$ cat config.mk
export PLATFORM = sky130hd
export DESIGN_NAME = stream_matmul_engine
export DESIGN_NICKNAME = d
export VERILOG_FILES = /design/src/rtl/smm_pkg.sv /design/src/rtl/smm_header.sv /design/src/rtl/smm_iter.sv /design/src/rtl/smm_mac.sv /design/src/rtl/stream_matmul_engine.sv
export SDC_FILE = /design/constraint.sdc
export NUM_CORES = 2
export LEC_CHECK = 0
export BUFFER_PORTS_ARGS = -buffer_cell sky130_fd_sc_hd__buf_2
export CAP_MARGIN = 5
export CELL_PAD_IN_SITES_DETAIL_PLACEMENT = 0
export CELL_PAD_IN_SITES_GLOBAL_PLACEMENT = 1
export CORE_MARGIN = 4
export CORE_UTILIZATION = 52
export DETAILED_ROUTE_END_ITERATION = 8
export GPL_TIMING_DRIVEN = 0
export PLACE_DENSITY_LB_ADDON = 0.1
export SETUP_SLACK_MARGIN = 0.5
export SKIP_LAST_GASP = 1
export SYNTH_ARGS = -nofsm -noshare
export SYNTH_HDL_FRONTEND = slang
export SYNTH_HIERARCHICAL = 1
export SYNTH_SLANG_ARGS = --single-unit
$ cat constraint.sdc
create_clock -name clk -period 8.27 [get_ports clk]
set_input_delay 0.4135 -clock clk [delete_from_list [all_inputs] [get_ports clk]]
set_output_delay 0.4135 -clock clk [all_outputs]
set_load 0.01 [all_outputs]
$ cat src/rtl/smm_pkg.sv
package smm_pkg;
  typedef enum logic [1:0] {
    PH_HEADER = 2'd0,
    PH_COMPUTE = 2'd1,
    PH_FLUSH  = 2'd2
  } smm_phase_t;
endpackage

$ cat src/rtl/smm_header.sv
module smm_header #(
  parameter int W = 32
) (
  input  logic         clk,
  input  logic         rst,
  input  logic         en_i,
  input  logic         valid_i,
  input  logic [W-1:0] data_i,
  output logic [W-1:0] rows_o,
  output logic [W-1:0] cols_o,
  output logic         last_o
);
  localparam int HDR_WORDS = 3;
  localparam int IW = $clog2(HDR_WORDS);
  localparam logic [IW-1:0] LAST_IDX = IW'(HDR_WORDS - 1);

  logic [IW-1:0] idx_q;
  logic          take;

  assign take   = en_i && valid_i;
  assign last_o = take && (idx_q == LAST_IDX);

  always_ff @(posedge clk) begin
    if (rst) begin
      idx_q  <= '0;
      rows_o <= '0;
      cols_o <= '0;
    end else if (take) begin
      if (idx_q == '0)       rows_o <= data_i;
      if (idx_q == IW'(1))   cols_o <= data_i;
      idx_q <= (idx_q == LAST_IDX) ? '0 : idx_q + IW'(1);
    end
  end

  // the word counter never leaves the header range
  a_r1_idx_range: assert property (@(posedge clk) disable iff (rst)
    idx_q <= LAST_IDX) else $error("header index out of range");
endmodule

$ cat src/rtl/smm_iter.sv
module smm_iter #(
  parameter int W  = 32,
  parameter int CW = 2 * W
) (
  input  logic          clk,
  input  logic          rst,
  input  logic          load_i,
  input  logic [W-1:0]  inner_i,
  input  logic [CW-1:0] total_i,
  input  logic          step_i,
  output logic          last_k_o,
  output logic          last_out_o
);
  logic [W-1:0]  inner_q;
  logic [W-1:0]  k_q;
  logic [CW-1:0] total_q;
  logic [CW-1:0] out_q;

  assign last_k_o   = (k_q == inner_q - W'(1));
  assign last_out_o = last_k_o && (out_q == total_q - CW'(1));

  always_ff @(posedge clk) begin
    if (rst) begin
      inner_q <= '0;
      k_q     <= '0;
      total_q <= '0;
      out_q   <= '0;
    end else if (load_i) begin
      inner_q <= inner_i;
      total_q <= total_i;
      k_q     <= '0;
      out_q   <= '0;
    end else if (step_i) begin
      if (last_k_o) begin
        k_q   <= '0;
        out_q <= out_q + CW'(1);
      end else begin
        k_q <= k_q + W'(1);
      end
    end
  end

  // the inner index stays below the inner length whenever a pair is taken
  a_r4_k_range: assert property (@(posedge clk) disable iff (rst)
    step_i |-> (k_q < inner_q)) else $error("inner index overrun");
  // no result index beyond the job's result count
  a_r5_out_range: assert property (@(posedge clk) disable iff (rst)
    step_i |-> (out_q < total_q)) else $error("result count overrun");
endmodule

$ cat src/rtl/smm_mac.sv
module smm_mac #(
  parameter int W = 32
) (
  input  logic         clk,
  input  logic         rst,
  input  logic         fire_i,
  input  logic         clear_i,
  input  logic [W-1:0] x_i,
  input  logic [W-1:0] y_i,
  output logic [W-1:0] sum_o
);
  logic [W-1:0] acc_q;
  logic [W-1:0] prod;

  // low W bits of the product are the same for signed and unsigned operands
  assign prod  = x_i * y_i;
  assign sum_o = acc_q + prod;

  always_ff @(posedge clk) begin
    if (rst)         acc_q <= '0;
    else if (fire_i) acc_q <= clear_i ? '0 : sum_o;
  end

  // the running sum is empty after each closing product
  a_r4_clear: assert property (@(posedge clk) disable iff (rst)
    (fire_i && clear_i) |=> (acc_q == '0)) else $error("sum not cleared");
endmodule

$ cat src/rtl/stream_matmul_engine.sv
module stream_matmul_engine #(
  parameter int W = 32
) (
  input  logic         clk,
  input  logic         rst,
  input  logic         lhs_valid,
  output logic         lhs_ready,
  input  logic [W-1:0] lhs_data,
  input  logic         rhs_valid,
  output logic         rhs_ready,
  input  logic [W-1:0] rhs_data,
  output logic         res_valid,
  input  logic         res_ready,
  output logic [W-1:0] res_data,
  output logic         done
);
  import smm_pkg::*;
  localparam int CW = 2 * W;

  smm_phase_t    phase_q;
  logic          in_hdr, in_run, slot_free, fire;
  logic          hdr_last, last_k, last_out, empty_job;
  logic [W-1:0]  rows, cols, sum;
  logic [CW-1:0] total;

  assign in_hdr    = (phase_q == PH_HEADER);
  assign in_run    = (phase_q == PH_COMPUTE);
  assign slot_free = !res_valid || res_ready;
  assign lhs_ready = in_hdr || (in_run && slot_free && rhs_valid);
  assign rhs_ready = in_run && slot_free && lhs_valid;
  assign fire      = in_run && slot_free && lhs_valid && rhs_valid;
  assign total     = {{W{1'b0}}, rows} * {{W{1'b0}}, cols};
  assign empty_job = (lhs_data == '0) || (rows == '0) || (cols == '0);

  smm_header #(.W(W)) u_hdr (
    .clk(clk), .rst(rst), .en_i(in_hdr), .valid_i(lhs_valid),
    .data_i(lhs_data), .rows_o(rows), .cols_o(cols), .last_o(hdr_last)
  );

  smm_iter #(.W(W), .CW(CW)) u_iter (
    .clk(clk), .rst(rst), .load_i(hdr_last), .inner_i(lhs_data),
    .total_i(total), .step_i(fire), .last_k_o(last_k), .last_out_o(last_out)
  );

  smm_mac #(.W(W)) u_mac (
    .clk(clk), .rst(rst), .fire_i(fire), .clear_i(last_k),
    .x_i(lhs_data), .y_i(rhs_data), .sum_o(sum)
  );

  always_ff @(posedge clk) begin
    if (rst) begin
      phase_q   <= PH_HEADER;
      res_valid <= 1'b0;
      res_data  <= '0;
      done      <= 1'b0;
    end else begin
      done <= 1'b0;
      if (fire && last_k) begin
        res_valid <= 1'b1;
        res_data  <= sum;
      end else if (res_ready) begin
        res_valid <= 1'b0;
      end
      case (phase_q)
        PH_HEADER: if (hdr_last) begin
          if (empty_job) done <= 1'b1;
          else           phase_q <= PH_COMPUTE;
        end
        PH_COMPUTE: if (fire && last_out) phase_q <= PH_FLUSH;
        PH_FLUSH: if (res_valid && res_ready) begin
          phase_q <= PH_HEADER;
          done    <= 1'b1;
        end
        default: phase_q <= PH_HEADER;
      endcase
    end
  end

  // right-stream acceptance only alongside left-stream acceptance
  a_r2_lockstep: assert property (@(posedge clk) disable iff (rst)
    (rhs_valid && rhs_ready) |-> (lhs_valid && lhs_ready)) else $error("pair split");
  // a refused result is held
  a_r6_hold: assert property (@(posedge clk) disable iff (rst)
    (res_valid && !res_ready) |=> (res_valid && $stable(res_data))) else $error("result dropped");
  // a refused result blocks both inputs
  a_r6_stall: assert property (@(posedge clk) disable iff (rst)
    (res_valid && !res_ready) |-> (!rhs_ready && !(lhs_ready && in_run))) else $error("input taken in stall");
  // done is a single-cycle pulse
  a_r7_pulse: assert property (@(posedge clk) disable iff (rst)
    done |=> !done) else $error("done too long");
  // no result pending while done is high
  a_r7_quiet: assert property (@(posedge clk) disable iff (rst)
    done |-> !res_valid) else $error("result with done");
  // right stream idle during header
  a_r1_no_rhs_hdr: assert property (@(posedge clk) disable iff (rst)
    in_hdr |-> !rhs_ready) else $error("rhs taken in header");
endmodule

==> Word level (Yosys, flattened, before mapping) <==
Index checks and enable logic that the tools add are counted.
{ "op_classes": {"addsub": 6, "mul": 2, "n_eq_ne": 10, "muxes": 14, "reduce_logical": 26} }
{ "ops": {"columns": ["cell", "n"], "rows": [
  ["$logic_not 32->1", 3],
  ["$add 64x1->64 const B", 1],
  ["$eq 64x64->1", 1],
  ["$mul 32x32->64", 1],
  ["$mux 32", 2],
  ["$sub 64x1->64 const B", 1],
  ["$add 32x1->32 const B", 1],
  ["$add 32x32->32", 1],
  ["$eq 32x32->1", 1],
  ["$mul 32x32->32", 1],
  ["$sub 32x1->32 const B", 1],
  ["$logic_and 1x1->1", 10],
  ["$mux 2", 5],
  ["$pmux 2 s3", 1],
  ["$reduce_and 2->1", 3],
  ["$mux 1", 5],
  ["$eq 2x1->1 const B", 2],
  ["$eq 2x2->1 const B", 2],
  ["$logic_not 2->1", 2],
  ["$logic_or 1x1->1", 4],
  ["$ne 2x1->1 const B", 2],
  ["$ne 2x2->1 const B", 2],
  ["$reduce_and 4->1", 1],
  ["$add 2x1->2 const B", 1],
  ["4 further kinds", 4]
]} }
{ "totals": {"regBits": 326, "out_inout_bits": 36} }

==> Longest topological paths before layout <==
{ "depth": {"depth_word": 8, "ltp_mapped": 31} }

==> Cells and area by module <==
Netlist, hierarchy kept.
{ "by_module_without_submodules": {"columns": ["mod", "instances", "cells_each", "area_each_um2", "seq_area_each_um2"], "rows": [
  ["stream_matmul_engine", 1, 3950, 35044.9, 720.7],
  ["smm_mac", 1, 1985, 17987.3, 640.6],
  ["smm_iter", 1, 1420, 11788.8, 3843.7],
  ["smm_header", 1, 253, 2777.7, 1321.3]
]} }

==> Worst setup path before layout <==
No wires, ideal clock.
{ "synth_timing": {"kind": "input port to flip-flop", "startpoint": "input port rhs_data[2]", "endpoint": "register res_data[31]", "setup_time_ns": 0.132, "arrival_ns": 6.967, "required_time_ns": 8.138, "slack_ns": 1.170, "path_stages": 28, "path_buffers": 2, "cell_sequence": "clkbuf_1 clkbuf_1 and2_1 fa_1 inv_1 fa_1 inv_1 fa_1 inv_1 fa_1 inv_1 fa_1 fa_1 fa_1 inv_1 fa_1 inv_1 ha_1 a21o_1 a21o_1 a221oi_2 nor2b_1 a311oi_1 o21ai_0 and3_1 or2_1 nand2_1 a21oi_1"} }
{ "synth_via": {"elab_chain_len": 2} }
{ "synth_lines": {"columns": ["element", "line_no", "text"], "rows": [
  ["from (decl)", "stream_matmul_engine.sv:11", "input logic [W-1:0] rhs_data,"],
  ["$mul 32x32->32", "smm_mac.sv:16", "assign prod = x_i * y_i;"],
  ["$add 32x32->32", "smm_mac.sv:17", "assign sum_o = acc_q + prod;"],
  ["named net sum[31]", "stream_matmul_engine.sv:23", "logic [W-1:0] rows, cols, sum;"],
  ["to (signal assigned)", "stream_matmul_engine.sv:60", "res_data <= sum;"],
  ["to (decl)", "stream_matmul_engine.sv:14", "output logic [W-1:0] res_data,"]
]} }
The timed path passes the listed nets, and every way through them passes these cells.
A chain may end at the register's enable or synchronous reset.

==> Final worst setup path <==
{ "layout_timing": {"startpoint": "register u_hdr.cols_o[2]", "endpoint": "register u_iter.total_q[51]"} }
{ "layout_via": {"elab_chain_len": 1} }
{ "layout_lines": {"columns": ["element", "line_no", "text"], "rows": [
  ["from (decl)", "smm_header.sv:10", "output logic [W-1:0] cols_o,"],
  ["from (signal assigned)", "smm_header.sv:30", "if (idx_q == IW'(1)) cols_o <= data_i;"],
  ["$mul 32x32->64", "stream_matmul_engine.sv:32", "assign total = {{W{1'b0}}, rows} * {{W{1'b0}}, cols};"],
  ["named net total[51]", "stream_matmul_engine.sv:24", "logic [CW-1:0] total;"],
  ["to (signal assigned)", "smm_iter.sv:30", "total_q <= total_i;"],
  ["to (decl)", "smm_iter.sv:16", "logic [CW-1:0] total_q;"]
]} }
The timed path passes the listed nets, and every way through them passes these cells.

==> reports/metrics.yaml <==
synth.avg_cell_area_um2: 8.89
worst_setup_path_end_kind: "flip-flop"
antenna_found_initial: 16
io_pins: 105
crit_arrival_ns: 8.26
drt_first_pass_iters: 6
cts_buffers: 39
yosysMostFrequentCell: "inv_1"
setup_viol_count_final: 0
netlist_area_um2: 67600
cap_violations: 0
hp-class: "in -> reg"
cts_sinks: 326
place_ws_ns: -1.14
fp.dieArea_um2: 136000
drv_slew: 0
final_antenna_net_count: 0
grt_max_degree: 16
worst_ep_required_time_ns: 8.81
areaGrowthSynthToFinish_pct: 9.42
rsz0062_at_grt: "true"
netlist_instances: 7608
grt_usage_pct: 38.6
cp-start-kind: "flip-flop"
synth_top_area_cell: "fa_1"
drtIter0Drc: 5041
ctsLongestPathBuffers: 3
synth.distinct_cells: 107
multi_input_area_um2: 54500
worstPathMaxFanout: 10
vias: 55600
nFillCells: 12100
postRouteWirelength_um: 263000
powerDensity_nw_per_um2: 347
route.detailed.drc: 0
layout_setup_ws_ns: 0.555
synth_nets: 9402
gp_congestion: 1.03
path_clk_slew_ns: 0.06
clkLatencyLatePin_ns: 0.62
grt_pass1_wl_um: 381000
cts_tree: "done"
rows: 132
synth.ff_latch_count: 326
synth_area_leaders: "fa_1 (40%), dfxtp_1 (9.7%), and2_1 (9.0%)"
io_buffer_count: 103
p_leak_nw: 34.8
slew_headroom_pct: 13.9
grt_pass1_vias: 56900
critPathKind: "reg -> reg"
synth-seq-area-share_pct: 9.65
drive_gt1_share_pct: 8.90
wire_per_inst_um: 27.5
seq_area_um2: 6710
layout.nets: 9584
min_period_ns: 7.72
synth.top_cell.area_share_pct: 39.5
hold_viol_final: 0
ys_warn_count: 6
overflow: 0
fp.dieH_um: 369
synth_edf_count: 0
synthArstFlopShare_pct: 0
synthFlopType: "dfxtp_1"
core-area_um2: 129000
die_w_um: 369
fmax_ghz: 0.130
fin_util_pct: 57.2
clockRootBuffer: "clkbuf_16"
skew_ns: 0.0583
worstMarginPinSlew_ns: 1.29
status: "finished, final reports clean"
start_util_pct: 52.3
routed_via_density: 5.81
synthTopCellsByCount: "inv_1 (1386), fa_1 (1334), and2_1 (977)"
finalCritPeriodShare_pct: 93.3
cts_max_level: 2
ctsHoldBuffers: 0
dp_hpwl_um: 216000
ir_worst_vdd_uv: 2900
-- cells in the final DEF, fill, tap and decap left out, drive strengths merged, types with 17 or more instances in the layout --
cell type and count:
a21o 24, diode 17, dfxtp 326, a21oi 214
fa 1334, and4 17, ha 391, mux2i 179
inv 1388, nand2b 109, nand4 94, or4 75
nor4 79, a31oi 21, and3 30, nand2 815
a22oi 25, nor2 270, o31ai 65, xnor2 182
nor3 65, buf 327, and2 978, or3 29
xor2 112, nand3 65, o21ai 74, clkbuf 296
-- kinds of logic (layout without fill, tap and decap cells) --
group	Yosys count	count (layout)	synth area share, %
AO/OA/AOI/OAI	562	562	5.48
multiplexers	182	182	2.71
XOR/XNOR	295	295	3.85
adder cells (fa/ha/maj)	1725	1725	46.7
buffers and inverters	1820	2030	10.3
AND/OR/NAND/NOR	2698	2698	21.2
flip-flops	326	326	9.65
other	0	17	0
-- state kept, by name, indices dropped and copies added, names as in the netlist --
signal and cells:
u_hdr/idx_q 2, done 1, u_hdr/rows_o 32, res_valid 1, phase_q 2, u_mac/acc_q 32
u_iter/inner_q 32, res_data 32, u_iter/out_q 64, u_hdr/cols_o 32, u_iter/k_q 32, u_iter/total_q 64
-- worst max-delay path, cell delays in order (launching register included) --
cell and delay, ns:
dfxtp_4 0.39, buf_2 0.25, and2_1 0.22, fa_1 0.54
inv_1 0.05, fa_1 0.39, fa_1 0.56, fa_1 0.57
inv_1 0.06, fa_1 0.51, fa_1 0.63, fa_1 0.50
fa_1 0.51, ha_1 0.47, nand2_1 0.18, o21a_1 0.25
o21ai_1 0.29, nand2_1 0.16, o21bai_2 0.26, a31oi_2 0.20
o21ai_0 0.23, xor2_1 0.22, mux2i_1 0.10, nor2_1 0.10
-- path summary, 6_finish.rpt --
check | from | end | slack, ns | depth (start not counted)
worst max-delay path | u_hdr/cols_o[2] | u_iter/total_q[51] | 0.55 | 23
worst min-delay path | res_ready | phase_q[1] | 0.21 | 4
worst max register to register | u_hdr/cols_o[2] | u_iter/total_q[51] | 0.55 | 23
worst min register to register | res_data[3] | res_data[3] | 0.45 | 2
-- metal layers --
layer  GRT usage [%]  up-vias  part of all wire (%)
li1                -    23800                     -
met1            47.6    28300                    37
met2            60.5     2772                    45
met3            8.14      814                   8.9
met4            27.7        8                   9.2
met5               0        -                 0.021
-- through the flow --
stage	hold WS [ns]	TNS (ns)	area, µm²	power, mW	cells
2_1_floorplan	0.441	0	67600	16.4	7608
3_3_place_gp	0.442	-26.27	70300	22.8	9453
3_5_place_dp	0.445	-25.73	70300	22.8	9453
4_1_cts	0.189	0	72900	25.0	9523
5_1_grt	0.200	0	73900	27.4	9564
6_report	0.209	0	74000	25.7	9577
-- report_power, final --
| part | leakage, nW | switching (mW) | internal, mW |
|---|---|---|---|
| Clock | 0.652 | 0.776 | 1.06 |
| Combinational | 31.5 | 13.8 | 8.33 |
| Sequential | 2.67 | 0.103 | 1.60 |
-- final cells by class --
cell class	count	share of cell area [%]
Clock inverter	21	0.391
Buffer	434	4.31
Multi-Input combinational cell	5462	73.7
Clock buffer	48	1.43
Inverter	1386	7.03
Tap cell	1742	2.95
Timing Repair Buffer	141	1.10
Antenna cell	17	0.0575
Sequential cell	326	9.07
-- repair_timing --
| item | in CTS | in global routing |
|---|---|---|
| cloned | 0 | 0 |
| buffers inserted | 1 | 35 |
| pin swaps | 4 | 46 |
| resized for setup | 518 | 424 |
| hold endpoints to repair | 0 | 0 |
| setup endpoints to repair | 59 | 34 |
Note: power is estimated with default switching activity, not from simulation.
